[src/rtl/dmaarb_pkg.sv]
package dmaarb_pkg;

    localparam int unsigned NCH           = 8;
    localparam int unsigned IDW           = $clog2(NCH);
    localparam int unsigned ID_LO_W       = 2;
    localparam int unsigned SRC_W         = 2;
    localparam int unsigned NORMAL_EXT_CH = 2;
    localparam int unsigned OD_NARROW_CH  = 4;

    typedef enum logic [SRC_W-1:0] {
        SRC_AUTO   = 2'd0,
        SRC_EXT    = 2'd1,
        SRC_PERIPH = 2'd2,
        SRC_NONE   = 2'd3
    } src_kind_e;

    typedef enum logic [1:0] {
        MODE_NORMAL = 2'd0,
        MODE_OD4    = 2'd1,
        MODE_OD8    = 2'd2
    } arb_mode_e;

    typedef struct packed {
        logic           valid;
        logic [IDW-1:0] idx;
    } pick_t;

    function automatic logic [NCH-1:0] low_mask(input int unsigned n);
        logic [NCH-1:0] m;
        for (int unsigned i = 0; i < NCH; i++) begin
            m[i] = (i < n);
        end
        return m;
    endfunction

    function automatic logic [NCH-1:0] to_onehot(input logic [IDW-1:0] idx);
        logic [NCH-1:0] m;
        m      = '0;
        m[idx] = 1'b1;
        return m;
    endfunction

    function automatic arb_mode_e decode_mode(input logic od, input logic wide);
        if (!od)       return MODE_NORMAL;
        else if (wide) return MODE_OD8;
        else           return MODE_OD4;
    endfunction

    function automatic logic [NCH-1:0] live_mask(input arb_mode_e mode);
        case (mode)
            MODE_OD4: return low_mask(OD_NARROW_CH);
            default:  return low_mask(NCH);
        endcase
    endfunction

    function automatic logic [NCH-1:0] ext_mask(input arb_mode_e mode);
        case (mode)
            MODE_NORMAL: return low_mask(NORMAL_EXT_CH);
            MODE_OD4:    return low_mask(OD_NARROW_CH);
            MODE_OD8:    return low_mask(NCH);
            default:     return '0;
        endcase
    endfunction

endpackage

[src/rtl/dmaarb_gate.sv]
module dmaarb_gate
    import dmaarb_pkg::*;
(
    input  logic            clk,
    input  logic            rst,
    input  arb_mode_e       mode,
    input  logic [NCH-1:0]  ch_en,
    input  logic [NCH-1:0]  ch_te,
    input  logic [NCH-1:0]  ch_ae,
    input  logic            master_en,
    input  logic            nmi_flag,
    input  src_kind_e       src_kind [NCH],
    input  logic [NCH-1:0]  auto_req,
    input  logic [NCH-1:0]  ext_req,
    input  logic [NCH-1:0]  periph_req,
    output logic [NCH-1:0]  chan_ok,
    output logic [NCH-1:0]  eligible
);

    logic [NCH-1:0] live;
    logic [NCH-1:0] ext_ok;
    logic           global_ok;

    assign live      = live_mask(mode);
    assign ext_ok    = ext_mask(mode);
    assign global_ok = master_en & ~nmi_flag;

    for (genvar i = 0; i < NCH; i++) begin : g_ch
        logic req_sel;

        always_comb begin
            case (src_kind[i])
                SRC_AUTO:   req_sel = auto_req[i];
                SRC_EXT:    req_sel = ext_req[i] & ext_ok[i];
                SRC_PERIPH: req_sel = periph_req[i];
                default:    req_sel = 1'b0;
            endcase
        end

        assign chan_ok[i]  = global_ok & ch_en[i] & ~ch_te[i] & ~ch_ae[i] & live[i];
        assign eligible[i] = chan_ok[i] & req_sel;

        AST_DEAD_CH_QUIET: assert property (@(posedge clk) disable iff (rst)
            (mode == MODE_OD4 && i >= OD_NARROW_CH) |-> !eligible[i]);

        AST_NORMAL_EXT_BLOCK: assert property (@(posedge clk) disable iff (rst)
            (mode == MODE_NORMAL && i >= NORMAL_EXT_CH && src_kind[i] == SRC_EXT) |-> !eligible[i]);

        AST_BLOCKED_QUIET: assert property (@(posedge clk) disable iff (rst)
            (nmi_flag || !master_en || !ch_en[i] || ch_te[i] || ch_ae[i]) |-> !eligible[i]);
    end

endmodule

[src/rtl/dmaarb_prio.sv]
module dmaarb_prio
    import dmaarb_pkg::*;
(
    input  logic            clk,
    input  logic            rst,
    input  logic [NCH-1:0]  req,
    output pick_t           pick
);

    always_comb begin
        pick = '0;
        for (int i = NCH - 1; i >= 0; i--) begin
            if (req[i]) begin
                pick.valid = 1'b1;
                pick.idx   = IDW'(i);
            end
        end
    end

    AST_PICK_LOWEST: assert property (@(posedge clk) disable iff (rst)
        pick.valid |-> ((req & low_mask(int'(pick.idx))) == '0) && req[pick.idx]);

    AST_PICK_VALID: assert property (@(posedge clk) disable iff (rst)
        (req != '0) |-> pick.valid);

endmodule

[src/rtl/dmaarb_ctrl.sv]
module dmaarb_ctrl
    import dmaarb_pkg::*;
(
    input  logic               clk,
    input  logic               rst,
    input  arb_mode_e          mode,
    input  logic [NCH-1:0]     chan_ok,
    input  pick_t              pick,
    input  logic               xfer_done,
    input  logic               bus_rel_in,
    output logic [NCH-1:0]     grant,
    output logic               xfer_ack,
    output logic [ID_LO_W-1:0] chan_id,
    output logic               brel_pin
);

    logic [NCH-1:0] grant_q;
    logic           ack_q;
    logic [IDW-1:0] idx_q;
    logic           holding;
    logic           still_ok;

    assign holding  = (grant_q != '0);
    assign still_ok = ((grant_q & chan_ok) != '0);

    always_ff @(posedge clk) begin
        if (rst) begin
            grant_q <= '0;
            ack_q   <= 1'b0;
            idx_q   <= '0;
        end else begin
            ack_q <= 1'b0;
            if (holding) begin
                if (xfer_done || !still_ok) begin
                    grant_q <= '0;
                end
            end else if (pick.valid) begin
                grant_q <= to_onehot(pick.idx);
                ack_q   <= 1'b1;
                idx_q   <= pick.idx;
            end
        end
    end

    assign grant    = grant_q;
    assign xfer_ack = ack_q;
    assign chan_id  = ack_q ? idx_q[ID_LO_W-1:0] : '0;
    assign brel_pin = (ack_q && mode == MODE_OD8) ? idx_q[IDW-1] : bus_rel_in;

    AST_GRANT_ONEHOT: assert property (@(posedge clk) disable iff (rst)
        $onehot0(grant_q));

    AST_ACK_ONE_CYCLE: assert property (@(posedge clk) disable iff (rst)
        ack_q |=> !ack_q);

    AST_ACK_HAS_GRANT: assert property (@(posedge clk) disable iff (rst)
        ack_q |-> $onehot(grant_q));

    AST_GRANT_HOLD: assert property (@(posedge clk) disable iff (rst)
        (holding && !xfer_done && still_ok) |=> $stable(grant_q) && !ack_q);

    AST_GATE_DROP: assert property (@(posedge clk) disable iff (rst)
        (holding && !still_ok) |=> (grant_q == '0) && !ack_q);

    AST_DONE_RELEASE: assert property (@(posedge clk) disable iff (rst)
        (holding && xfer_done) |=> (grant_q == '0) && !ack_q);

    AST_NEW_GRANT_ACK: assert property (@(posedge clk) disable iff (rst)
        (!holding && pick.valid) |=> ack_q);

endmodule

[src/rtl/dma_req_arbiter.sv]
module dma_req_arbiter
    import dmaarb_pkg::*;
(
    input  logic               clk,
    input  logic               rst,
    input  logic [NCH-1:0]     ch_en,
    input  logic [NCH-1:0]     ch_te,
    input  logic [NCH-1:0]     ch_ae,
    input  logic               master_en,
    input  logic               nmi_flag,
    input  logic               ondemand,
    input  logic               eight_ch,
    input  logic [SRC_W*NCH-1:0] src_sel,
    input  logic [NCH-1:0]     auto_req,
    input  logic [NCH-1:0]     ext_req,
    input  logic [NCH-1:0]     periph_req,
    input  logic               xfer_done,
    input  logic               bus_rel_in,
    output logic [NCH-1:0]     grant,
    output logic               xfer_ack,
    output logic [ID_LO_W-1:0] chan_id,
    output logic               brel_pin
);

    arb_mode_e      mode;
    src_kind_e      src_kind [NCH];
    logic [NCH-1:0] chan_ok;
    logic [NCH-1:0] eligible;
    pick_t          pick;

    assign mode = decode_mode(ondemand, eight_ch);

    for (genvar i = 0; i < NCH; i++) begin : g_src
        assign src_kind[i] = src_kind_e'(src_sel[SRC_W*i +: SRC_W]);
    end

    dmaarb_gate u_gate (
        .clk        (clk),
        .rst        (rst),
        .mode       (mode),
        .ch_en      (ch_en),
        .ch_te      (ch_te),
        .ch_ae      (ch_ae),
        .master_en  (master_en),
        .nmi_flag   (nmi_flag),
        .src_kind   (src_kind),
        .auto_req   (auto_req),
        .ext_req    (ext_req),
        .periph_req (periph_req),
        .chan_ok    (chan_ok),
        .eligible   (eligible)
    );

    dmaarb_prio u_prio (
        .clk  (clk),
        .rst  (rst),
        .req  (eligible),
        .pick (pick)
    );

    dmaarb_ctrl u_ctrl (
        .clk        (clk),
        .rst        (rst),
        .mode       (mode),
        .chan_ok    (chan_ok),
        .pick       (pick),
        .xfer_done  (xfer_done),
        .bus_rel_in (bus_rel_in),
        .grant      (grant),
        .xfer_ack   (xfer_ack),
        .chan_id    (chan_id),
        .brel_pin   (brel_pin)
    );

    AST_ID_LOW_MATCH: assert property (@(posedge clk) disable iff (rst)
        xfer_ack |-> grant[{1'b0, chan_id}] || grant[{1'b1, chan_id}]);

    AST_ID_IDLE_ZERO: assert property (@(posedge clk) disable iff (rst)
        !xfer_ack |-> (chan_id == '0));

    AST_PIN_PASSTHRU: assert property (@(posedge clk) disable iff (rst)
        (!xfer_ack || !ondemand || !eight_ch) |-> (brel_pin == bus_rel_in));

    AST_NMI_NO_ACK: assert property (@(posedge clk) disable iff (rst)
        (nmi_flag || !master_en) |=> !xfer_ack && (grant == '0));

endmodule

[config.mk]
export PLATFORM = sky130hd
export DESIGN_NAME = dma_req_arbiter
export DESIGN_NICKNAME = d
export VERILOG_FILES = /design/src/rtl/dmaarb_pkg.sv /design/src/rtl/dmaarb_gate.sv /design/src/rtl/dmaarb_prio.sv /design/src/rtl/dmaarb_ctrl.sv /design/src/rtl/dma_req_arbiter.sv
export SDC_FILE = /design/constraint.sdc
export NUM_CORES = 1
export LEC_CHECK = 0
export ABC_AREA = 1
export BUFFER_PORTS_ARGS = -buffer_cell sky130_fd_sc_hd__buf_2
export CORE_ASPECT_RATIO = 0.6
export CORE_UTILIZATION = 43
export CTS_BUF_LIST = sky130_fd_sc_hd__clkbuf_2
export DETAILED_ROUTE_END_ITERATION = 10
export GPL_ROUTABILITY_DRIVEN = 1
export PLACE_DENSITY = 0.88
export SLEW_MARGIN = 40
export SYNTH_ARGS = -nofsm -noshare
export SYNTH_HDL_FRONTEND = slang
export SYNTH_SLANG_ARGS = --single-unit
[constraint.sdc]
create_clock -name clk -period 2.3 [get_ports clk]
set_input_delay 0.23 -clock clk [delete_from_list [all_inputs] [get_ports clk]]
set_output_delay 0.23 -clock clk [all_outputs]
set_load 0.01 [all_outputs]
* Word level (Yosys, flattened, before mapping)
Cells that the tools add are included.
** Word-level totals
- Flip-flop bits (word level) :: 12
- Output and inout bits :: 12
- Logic and storage cells :: 139
** Operators by class
- $lt $le $gt $ge :: 2
- Mux-type cells :: 28
- Reductions and logical operators :: 19
- Equal/unequal tests :: 19
- Bitwise logic cells :: 68
** Operators with widths (number)
- bitwise AND 1 bit :: 49
- 2-to-1 mux 4 bit :: 8
- 2-to-1 mux 8 bit :: 4
- one-hot mux 1 bit (3 select lines) :: 8
- one-hot mux 8 bit (3 select lines) :: 1
- equality test 2 x 1 -> 1 bit (second input constant) :: 9
- equality test 2 bit (second input constant) :: 9
- zero test 2 bit :: 9
- inverter 1 bit :: 18
- nonzero test 8 bit :: 2
- bitwise AND 8 bit :: 1
- 2-to-1 mux 2 bit :: 3
- < comparator 3 x 4 -> 1 bit (second input constant) :: 1
- AND reduction 2 bit :: 2
- demux 1 bit (select 3 bit) :: 1
- >= comparator 3 x 1 -> 1 bit (second input constant) :: 1
- 2-to-1 mux 1 bit :: 3
- logical AND 1 bit :: 2
- != test 2 bit (second input constant) :: 1
- nonzero test 2 bit :: 1
- OR reduction 2 bit :: 1
- zero test 1 bit :: 1
- logical OR 1 bit :: 1

* Logic depth before layout (Yosys ltp)
Gate-level depths: netlist (run 1).
- Word-level depth :: 21
- Gate-level depth with buffers :: 15
- Depth with buffers taken out :: 15

* Modules after synthesis
Synthesis (run 1) repeated with hierarchy kept, for this count alone.
** Unflattened totals
- Cell total of the unflattened synthesis :: 250
- Area total of the unflattened synthesis :: 1412.6 µm²
** Modules (own cells, without submodules)
- dmaarb_gate :: area each 660.6 µm², cells each 132, times used 1
- dmaarb_ctrl :: area each 635.6 µm², cells each 92, times used 1
- dmaarb_prio :: area each 98.8 µm², cells each 22, times used 1
- dma_req_arbiter :: area each 17.5 µm², cells each 4, times used 1

* Worst setup path after synthesis (run 1)
No wires, ideal clock.
- Kind :: in2reg
- Start :: input ondemand
- End :: register u_ctrl.grant_q[3] (netlist: u_ctrl.grant[3])
- Cell stages on the path :: 14
- Library setup time :: 0.068 ns
- Arrival :: 1.577 ns
- Path slack :: 0.656 ns
- Data required time :: 2.232 ns
- Buffers on the path :: 0
- Cell sequence :: nand2_2 > inv_2 > ha_1 > nand3_1 > o21ai_0 > nand3_1 > nand2_1 > inv_2 > nand2_1 > o21ai_4 > nand2_2 > inv_2 > nand2_1 > a21oi_2
** On the way
- Word-level cells in the longest chain between the ends :: 20
** Ends and longest elaborated chain
- start: declaration :: RTL line dma_req_arbiter.sv:11 : input logic ondemand,
- 2-to-1 mux 2 bit * :: RTL line dmaarb_pkg.sv:44 : if (!od) return MODE_NORMAL;
- equality test 2 bit, or another cell as far along :: RTL line dmaarb_pkg.sv:57 : case (mode)
- one-hot mux 8 bit (3 select lines) :: RTL line dmaarb_pkg.sv:57
- bitwise AND 1 bit :: RTL line dmaarb_gate.sv:34 : SRC_EXT: req_sel = ext_req[i] & ext_ok[i];
- one-hot mux 1 bit (3 select lines) :: RTL line dmaarb_gate.sv:32 : case (src_kind[i])
- bitwise AND 1 bit :: RTL line dmaarb_gate.sv:41 : assign eligible[i] = chan_ok[i] & req_sel;
- 2-to-1 mux 4 bit (8 in series) :: RTL line dmaarb_prio.sv:13 : if (req[i]) begin
- < comparator 3 x 4 -> 1 bit (implied by the code) / >= comparator 3 x 1 -> 1 bit (equally long branches) :: RTL line dmaarb_pkg.sv:39 : m[idx] = 1'b1;
- logical AND 1 bit (implied by the code) :: RTL line dmaarb_pkg.sv:39
- 2-to-1 mux 1 bit (implied by the code) :: RTL line dmaarb_pkg.sv:39
- demux 1 bit (select 3 bit)
- 2-to-1 mux 8 bit :: RTL line dmaarb_ctrl.sv:37 : end else if (pick.valid) begin
- 2-to-1 mux 8 bit :: RTL line dmaarb_ctrl.sv:33 : if (holding) begin
- end signal: assignment :: RTL line dmaarb_ctrl.sv:38 : grant_q <= to_onehot(pick.idx);
- end: declaration :: RTL line dmaarb_ctrl.sv:17 : logic [NCH-1:0] grant_q;
Every way passes the cells marked *; elsewhere a longest branch is shown, timed or not. The select of a mux whose other input is x is not followed.
A chain may end at the register's enable or synchronous reset.

* Worst setup path in the final report (run 1)
- Start :: input ondemand
- End :: register u_ctrl.grant_q[0] (netlist: u_ctrl.grant[0])
The elaborated chain is that of the path after synthesis.

==> flow_summary_export.csv, run 1 <==
group,metric,value,unit
status,status,"finished, violations left",
status,violations,"design-rule violations",
finish,n_antenna_cell,0,
finish,area_growth,38.8,%
finish,multi_input_area,830,sq um
die,die_w,70.6,um
synth,ys_types,26,
clock_tree,clock_path_buffers,2,
timing,min_period_over_period,75.2,%
finish,final_net_count,376,
timing,setup_viol,0,
die,start_util,46.8,%
critical_path,timing.rr.end,"u_ctrl.grant[0]",
route,wl_per_cell,10.1,um
critical_path,path_max_fanout,5,
min_path,min_path_cells,2,
finish,seq_area,240,sq um
route,remaining_drc_errors,16,
clock_tree,post_cts_buffers,0,
grt,grt_pass1_wl,5420,um
timing,fin_crit,1.73,ns
critical_path,cp.required,2.51,ns
synth,synth_top_area_share,19.8,%
min_path,min_from,"rst",
critical_path,crit_path_start_kind,"input pin",
synth,synth_fp_nets,289,
clock_tree,cts_hold_buf,0,
grt,grtUsageTotal,22.3,%
die,ios,84,
grt,grt-ovfl-total,0,
timing,rsz0062_at_grt,"false",
clock_tree,cts_sinks,12,
synth,yosys-top-cells-count,"nand2_1 (52), nor2_1 (35), inv_1 (30)",
clock_tree,clockRootBuffer,"clkbuf_2",
pwr,ir_drop,0.220,mV
critical_path,reg2reg_slack,0.58,ns
placement,place_congestion,0.884,
die,die_area,3040,sq um
finish,nFillCells,256,
clock_tree,path_clk_slew,0.11,ns
min_path,hold_path.class,"input pin to flop",
critical_path,worstSetupPathType,"input pin to flop",
grt,antenna_found_initial,0,
clock_tree,clock_latency,0.26,ns
critical_path,r2r-start,"u_ctrl.grant[5]",
critical_path,crit_path_end_kind,"flop",
synth,ys_warn_count,0,
route,routed-wl-met2,1390,um
synth,synth_area_leader_cell,"dfxtp_1",
synth,yosys-top-cells-area,"dfxtp_1 (20%), nand2_1 (16%), nor2_1 (11%), nand3_1 (9.9%), inv_1 (9.3%)",
critical_path,worstPathArrival,1.94,ns
die,die_h,43.1,um
synth,syn_inst,216,
die,placementRows,14,
route,top_layer_used,"met4",
synth,mappedNetlistArea,1210,sq um
synth,yosysSeqAreaShare,19.8,%
pwr,pwr_density_cell,295,nW/um^2
route,wl_met1,1600,um
route,met3WireLength,360,um
synth,synth_ff_type,"dfxtp_1",
synth,async_flop_share,0,%
die,core,2590,sq um
route,vias,1627,
finish,design_area,1680,sq um
timing,fmax,578,MHz
timing,setup_tns,0,ns
synth,yosysMostFrequentCell,"nand2_1",
finish,drive_gt1_share,39.4,%
route,viasPerCell,4.87,
clock_tree,numCtsBuffers,3,
route,finalWirelength,3360,um
route,ant_nets,0,
route,firstDrtPassIters,7,
grt,grt_max_degree,12,
placement,place_hpwl,2870,um
placement,dpl_cell_area,1660,sq um
min_path,hold_end,"u_ctrl.grant[3]",
timing,tightestPinTransition,0.305,ns
run,maxCapViolCount,0,
clock_tree,cts_tree,"built",
route,drt_iter0_markers,116,
timing,maxSlewViolCount,0,
synth,ys_seq_elements,12,
synth,synth_edf_count,0,
synth,syn_avg_cell_area,5.61,sq um
pwr,p_leak,0.000971,uW
placement,io_buffers,83,
timing,finClkSkew,0.00573,ns
grt,grt_pass1_vias,1309,
timing,hold_violations,0,
clock_tree,h-tree-depth,1,
clock_tree,cts_resized,0,
timing,slew_headroom,79.5,%
critical_path,reg2reg_depth,7,
[sequential cells by signal, summed over array words and instances (netlist names)]
name / cells
u_ctrl.idx_q: 3
u_ctrl.grant: 8
u_ctrl.xfer_ack: 1
[cell type report]
cell class	count	area share, %
repair buffers	83	24.7
clock buffers	3	0.892
clock inverters	1	0.223
multi-input cells	166	49.3
well taps	32	2.38
flip-flops and latches	12	14.3
inverters	37	8.25
[worst max-delay path, stage by stage]
cell	delay, ns
buf_2	0.11
nand2_2	0.08
inv_2	0.06
ha_1	0.18
inv_1	0.10
nand3_1	0.07
o21ai_1	0.09
nand3_2	0.15
nand2_2	0.13
nor2_1	0.07
a21oi_2	0.26
nand3_2	0.14
inv_1	0.09
nand2_1	0.05
a21oi_1	0.11
[power by group]
part,switching [uW],internal (uW),total [uW]
Sequential,4.36,213,218
Clock,66.5,37.8,104
Combinational,93.2,81.2,174
Total,164,332,496
[logic make-up after synthesis]
family | count (synthesis) | share of synthesized area [%]
AO/OA/AOI/OAI | 24 | 12.6
adder cells (fa/ha/maj) | 1 | 1.03
buffers and inverters | 38 | 11.8
flip-flops | 12 | 19.8
multiplexers | 1 | 0.929
AND/OR/NAND/NOR | 140 | 53.9
[per-layer routing]
layer  vias up  global-route usage (%)
met1       682                    31.9
li1        855                       -
met4         0                    1.20
met2        88                    35.9
met5         -                       0
met3         2                    5.23
[metrics by stage]
| stage | total power (uW) | util, % | cells | hold WS (ns) | setup WS [ns] |
|---|---|---|---|---|---|
| floorplan | 312 | - | 216 | 0.400 | 0.656 |
| global placement | 392 | 64.2 | 330 | 0.459 | 0.384 |
| detailed placement | 396 | 64.2 | 330 | 0.462 | 0.313 |
| CTS | 500 | 64.9 | 334 | 0.238 | 0.613 |
| global route | 533 | 64.9 | 334 | 0.239 | 0.373 |
| finish | 496 | 64.9 | 334 | 0.260 | 0.570 |
[cell usage in the layout (no fill, tap or decap)]
cell type	instances
buf_2	83
nand2_1	52
o21ai_4	1
nand3_1	24
nor3_2	1
nand4_1	2
nor2_2	6
nand2_2	10
nor4_1	1
o21ai_0	6
o211a_1	1
ha_1	1
o21ai_1	4
mux2_2	1
nand2_4	1
clkinv_1	1
inv_1	30
a21oi_2	3
o21bai_1	2
nor2_4	1
dfxtp_1	12
a21oi_1	7
clkbuf_2	3
nand3b_1	4
nand3_2	2
nor2_1	35
nor3_1	1
inv_2	7
[worst max path at each step]
stage,cells past startpoint,endpoint,from
2_1_floorplan,14,u_ctrl.grant[3],ondemand
3_3_place_gp,15,u_ctrl.grant[2],ondemand
3_5_place_dp,15,u_ctrl.grant[0],ondemand
4_1_cts,15,u_ctrl.grant[0],ondemand
5_1_grt,7,u_ctrl.grant[1],u_ctrl.grant[5]
6_report,15,u_ctrl.grant[0],ondemand
No activity file was read; power rests on OpenSTA's default activity.
==> run 2, diff against run 1 <==
==> constraint.sdc (replaced) <==
create_clock -name clk -period 1.8 [get_ports clk]
set_input_delay 0.18 -clock clk [delete_from_list [all_inputs] [get_ports clk]]
set_output_delay 0.18 -clock clk [all_outputs]
set_load 0.01 [all_outputs]
==> run 2 against run 1 <==
The flow still finishes with violations (design-rule violations). Design area is 3.1% higher. Sequential power up 28%. Die area unchanged. Non-clock buffer count up 5. Sequential share of layout area is 0.43 points lower. Clock power rose by 34%. Sequential cell count is the same. First-iteration DRC count is 30% lower. Total power up 31%. Critical endpoint is now u_ctrl.grant[3].
==> flow_summary_export.csv, run 2 (same netlist as run 1, synthesis figures left out) <==
group,metric,value,unit
status,status,"finished, violations left",
status,violations,"design-rule violations",
grt,grt_pass1_wl,5660,um
critical_path,reg2reg_slack,0.16,ns
die,die_area,3040,sq um
critical_path,cp.required,2.02,ns
pwr,pwr_density_cell,374,nW/um^2
finish,final_cell_mix,"buf_2 (83), nand2_1 (52), nor2_1 (34), inv_1 (30), nand3_1 (23)",
die,ios,84,
die,placementRows,14,
clock_tree,clock_latency,0.27,ns
timing,fin_crit,1.64,ns
pwr,combPwrFrac,35.7,%
clock_tree,clock_path_buffers,2,
timing,maxSlewViolCount,0,
placement,io_buffers,83,
route,drt_iter0_markers,81,
min_path,hold_end,"u_ctrl.grant[2]",
clock_tree,path_clk_slew,0.12,ns
min_path,min_path_cells,2,
clock_tree,h-tree-depth,1,
die,die_h,43.1,um
pwr,p_int,430,uW
run,maxCapViolCount,0,
placement,place_ws,-0.0773,ns
critical_path,path_max_fanout,5,
critical_path,crit_path_end_kind,"flop",
pwr,seqPwrFrac,42.8,%
pwr,ir_drop,0.393,mV
critical_path,reg2reg_depth,5,
timing,min_period_over_period,90.9,%
grt,grt_pass1_vias,1376,
critical_path,slowest_stage,"nor4_1",
placement,dpl_cell_area,1700,sq um
grt,antenna_found_initial,0,
finish,drive_gt1_share,41.0,%
pwr,pwr-share-clk,21.5,%
critical_path,r2r-start,"u_ctrl.grant[5]",
min_path,hold_path.class,"input pin to flop",
route,finalWirelength,3390,um
finish,design_area,1740,sq um
min_path,min_from,"rst",
finish,area_growth,43.1,%
timing,slew_headroom,77.0,%
critical_path,slowest_delay,0.38,ns
grt,grt_max_degree,12,
timing,hold_violations,0,
pwr,power_switching,218,uW
critical_path,critPathTopFamily,"simple AND/OR/NAND/NOR gates",
timing,rsz0062_at_grt,"false",
critical_path,worstPathArrival,1.85,ns
placement,place_congestion,0.976,
finish,largest_register_ffs,8,
route,firstDrtPassIters,7,
pwr,p_leak,0.00100,uW
critical_path,worst-path-buf-inv,0,
finish,n_antenna_cell,0,
die,die_w,70.6,um
timing,setup_viol,0,
clock_tree,cts_tree,"built",
route,ant_nets,0,
finish,final_common_cell,"buf_2",
critical_path,worstSetupPathType,"flop to flop",
critical_path,crit_path_start_kind,"flop",
critical_path,timing.rr.end,"u_ctrl.grant[3]",
timing,layout_setup_ws,0.164,ns
clock_tree,numCtsBuffers,3,
route,remaining_drc_errors,16,
grt,grtUsageTotal,23.2,%
grt,grt-ovfl-total,0,
clock_tree,cts_sinks,12,
placement,place_hpwl,2870,um
timing,finClkSkew,0.00650,ns
timing,tightestPinTransition,0.342,ns
die,core,2590,sq um
finish,final_net_count,381,
route,viasPerCell,4.82,
critical_path,cp_cell_sequence,"nor4_1 -> nand3_2 -> nor3_1 -> nand3_1 -> a21oi_2",
pwr,p_sw_share,33.7,%
route,vias,1634,
route,wl_per_cell,10.0,um
clock_tree,clockRootBuffer,"clkbuf_2",
timing,fmax,611,MHz
die,start_util,46.8,%
-- run 2: worst max-delay path by stage --
stage,startpoint,depth (start not counted),end
2_1_floorplan,ondemand,14,u_ctrl.grant[3]
3_3_place_gp,ondemand,13,u_ctrl.grant[7]
3_5_place_dp,ondemand,15,u_ctrl.grant[1]
4_1_cts,u_ctrl.grant[5],7,u_ctrl.grant[1]
5_1_grt,ondemand,15,u_ctrl.grant[1]
6_report,u_ctrl.grant[5],5,u_ctrl.grant[3]
-- run 2: power groups by stage --
stage	combinational [uW]	clock [uW]	sequential, uW
final	232	139	278
after global routing	262	155	279
after CTS	228	140	278
after detailed placement	226	0	284
after global placement	222	0	284
after floorplan	115	0	284
-- run 2: final cells by class --
| class | count | area (sq um) |
|---|---|---|
| Fill cell | 257 | 857 |
| Inverter | 37 | 139 |
| Multi-Input combinational cell | 166 | 845 |
| Timing Repair Buffer | 88 | 453 |
| Clock buffer | 3 | 15.0 |
| Tap cell | 32 | 40.0 |
| Sequential cell | 12 | 240 |
| Clock inverter | 1 | 3.75 |
-- run 2: stage by stage --
step | setup TNS, ns | util (%) | power, uW | hold slack [ns] | cells
finish | 0 | 66.9 | 649 | 0.207 | 339
global route | 0 | 66.9 | 697 | 0.194 | 339
CTS | 0 | 66.4 | 646 | 0.199 | 339
detailed placement | -0.262 | 65.6 | 510 | 0.467 | 335
global placement | -0.0263 | 65.6 | 506 | 0.466 | 335
floorplan | 0 | - | 399 | 0.350 | 216
-- run 2: timing repair --
item | in CTS | in global routing
setup endpoints to repair | 0 | 2
setup buffers | 0 | 0
hold buffers | 0 | 0
resized for setup | 0 | 3
-- run 2: worst register-to-register path, cell delays in order, from the launching register on --
cell and delay (ns):
dfxtp_1 0.37, nor4_1 0.38, nand3_2 0.22, nor3_1 0.35
nand3_1 0.14, a21oi_2 0.14
-- run 2: layer usage --
metal / vias up / part of all wire, % / global-route usage (%)
met4: 0 / 0.41 / 2.00
met5: - / 0 / 0
met1: 690 / 46 / 32.9
li1: 861 / - / -
met3: 2 / 12 / 4.99
met2: 81 / 41 / 37.5
==> run 3, diff against run 2 <==
--- a/config.mk
+++ b/config.mk
@@ -6,7 +6,7 @@
 export NUM_CORES = 1
 export LEC_CHECK = 0
 export ABC_AREA = 1
-export BUFFER_PORTS_ARGS = -buffer_cell sky130_fd_sc_hd__buf_2
+export BUFFER_PORTS_ARGS = -buffer_cell sky130_fd_sc_hd__buf_4
 export CORE_ASPECT_RATIO = 0.6
 export CORE_UTILIZATION = 43
 export CTS_BUF_LIST = sky130_fd_sc_hd__clkbuf_2
==> run 3 against run 2 <==
The run still ends with design-rule violations left. Register-to-register slack lost 0.09 ns. Core utilization grew 7.7 points. Via count grew 2.1%. Total power grew 7.8%. Sequential cell count is the same. Global-route usage grew 2.1 points. Sequential power is essentially flat. Non-clock buffer count grew 1. Critical path depth grew 2. Sequential share of layout area shrank 1.4 points. Largest power group unchanged.
==> flow_summary_export.csv, run 3 (same netlist as run 1, synthesis figures left out) <==
group,metric,value,unit
status,status,"finished, violations left",
status,violations,"design-rule violations",
clock_tree,cts_sinks,12,
route,wl_per_cell,11.0,um
pwr,p_int,475,uW
pwr,pwr-share-clk,20.7,%
route,firstDrtPassIters,7,
timing,rsz0062_at_grt,"false",
grt,grt_pass1_wl,6170,um
die,placementRows,14,
pwr,power_switching,225,uW
finish,final_cell_mix,"buf_4 (89), nand2_1 (52), nor2_1 (35), inv_1 (30), nand3_1 (24)",
finish,n_antenna_cell,0,
timing,hold_violations,0,
clock_tree,clock_path_buffers,2,
placement,io_buffers,83,
critical_path,worstSetupPathType,"flop to flop",
route,viasPerCell,4.91,
pwr,seqPwrFrac,39.8,%
finish,fin_util,74.7,%
pwr,pwr_density_cell,361,nW/um^2
timing,fmax,581,MHz
min_path,min_from,"rst",
finish,largest_register_ffs,8,
route,drt_iter0_markers,100,
clock_tree,clockRootBuffer,"clkbuf_2",
clock_tree,h-tree-depth,1,
critical_path,r2r-start,"u_ctrl.grant[5]",
clock_tree,post_cts_buffers,0,
finish,nFillCells,233,
clock_tree,cts_resized,0,
timing,fin_crit,1.72,ns
critical_path,worstPathArrival,1.95,ns
die,core,2590,sq um
critical_path,crit_path_start_kind,"flop",
die,die_w,70.6,um
placement,place_hpwl,3180,um
placement,place_congestion,0.883,
die,ios,84,
die,die_area,3040,sq um
finish,area_growth,59.6,%
timing,setup_tns,0,ns
route,finalWirelength,3750,um
pwr,p_leak,0.00106,uW
clock_tree,cts_tree,"built",
min_path,hold_path.class,"input pin to flop",
pwr,combPwrFrac,39.5,%
die,die_h,43.1,um
timing,holdWs,0.138,ns
finish,final_common_cell,"buf_4",
grt,grt_pass1_vias,1442,
route,remaining_drc_errors,16,
finish,drive_gt1_share,40.6,%
placement,dp_cells,336,
timing,min_period_over_period,95.7,%
finish,final_net_count,382,
run,maxCapViolCount,0,
timing,tightestPinTransition,0.306,ns
critical_path,reg2reg_depth,7,
critical_path,reg2reg_slack,0.08,ns
critical_path,timing.rr.end,"u_ctrl.grant[1]",
grt,grtUsageTotal,25.3,%
grt,antenna_found_initial,0,
finish,finalNonFillerCells,340,
clock_tree,clock_latency,0.28,ns
pwr,p_sw_share,32.2,%
critical_path,crit_path_end_kind,"flop",
critical_path,path_max_fanout,5,
pwr,ir_drop,0.361,mV
critical_path,cp.required,2.03,ns
timing,setup_viol,0,
min_path,min_path_cells,2,
timing,slew_headroom,79.4,%
die,start_util,46.8,%
timing,maxSlewViolCount,0,
clock_tree,numCtsBuffers,3,
route,vias,1668,
pwr,power,700,uW
grt,grt-ovfl-total,0,
timing,finClkSkew,0.00484,ns
clock_tree,path_clk_slew,0.13,ns
clock_tree,cts_hold_buf,0,
route,ant_nets,0,
grt,grt_max_degree,12,
min_path,hold_end,"u_ctrl.grant[3]",
[run 3: final cells by class]
cell class,instances,area [sq um],area share [%]
multi-input cells,166,830,42.9
clock inverters,1,3.75,0.194
well taps,32,40.0,2.07
clock buffers,3,15.0,0.776
repair buffers,89,668,34.5
flip-flops and latches,12,240,12.4
inverters,37,139,7.18
[run 3: metrics by stage]
stage	instance area, sq um	setup slack [ns]
global placement	1920	-0.0201
finish	1940	0.0778
global route	1940	0.00730
detailed placement	1920	-0.0796
floorplan	1210	0.206
CTS	1940	0.118
[run 3: worst max path at each step]
stage / startpoint / end / slack, ns
2_1_floorplan: ondemand / u_ctrl.grant[3] / 0.21
3_3_place_gp: eight_ch / u_ctrl.grant[7] / -0.02
3_5_place_dp: eight_ch / u_ctrl.grant[2] / -0.08
4_1_cts: u_ctrl.grant[5] / u_ctrl.grant[1] / 0.12
5_1_grt: u_ctrl.grant[5] / u_ctrl.grant[0] / 0.007
6_report: u_ctrl.grant[5] / u_ctrl.grant[1] / 0.08
[run 3: worst max-delay path, cell delays in order, from the launching register on]
cell     delay, ns
dfxtp_1       0.37
nor4_1        0.34
nand3_1       0.27
a21oi_2       0.30
nand3_2       0.13
nor2_1        0.14
nor2_1        0.05
nor2_1        0.08
[run 3: per-layer routing]
metal	track usage [%]	up-vias	share of wire [%]
met5	0	-	0
met4	0	0	0
met3	7.60	0	9.1
met2	42.5	66	43
met1	34.2	741	48
li1	-	861	-
[run 3: power by group through the flow]
stage / clock, uW / combinational (uW) / sequential (uW)
after CTS: 144 / 276 / 278
after detailed placement: 0 / 274 / 284
final: 145 / 276 / 278
after floorplan: 0 / 115 / 284
after global routing: 156 / 305 / 279
after global placement: 0 / 269 / 284
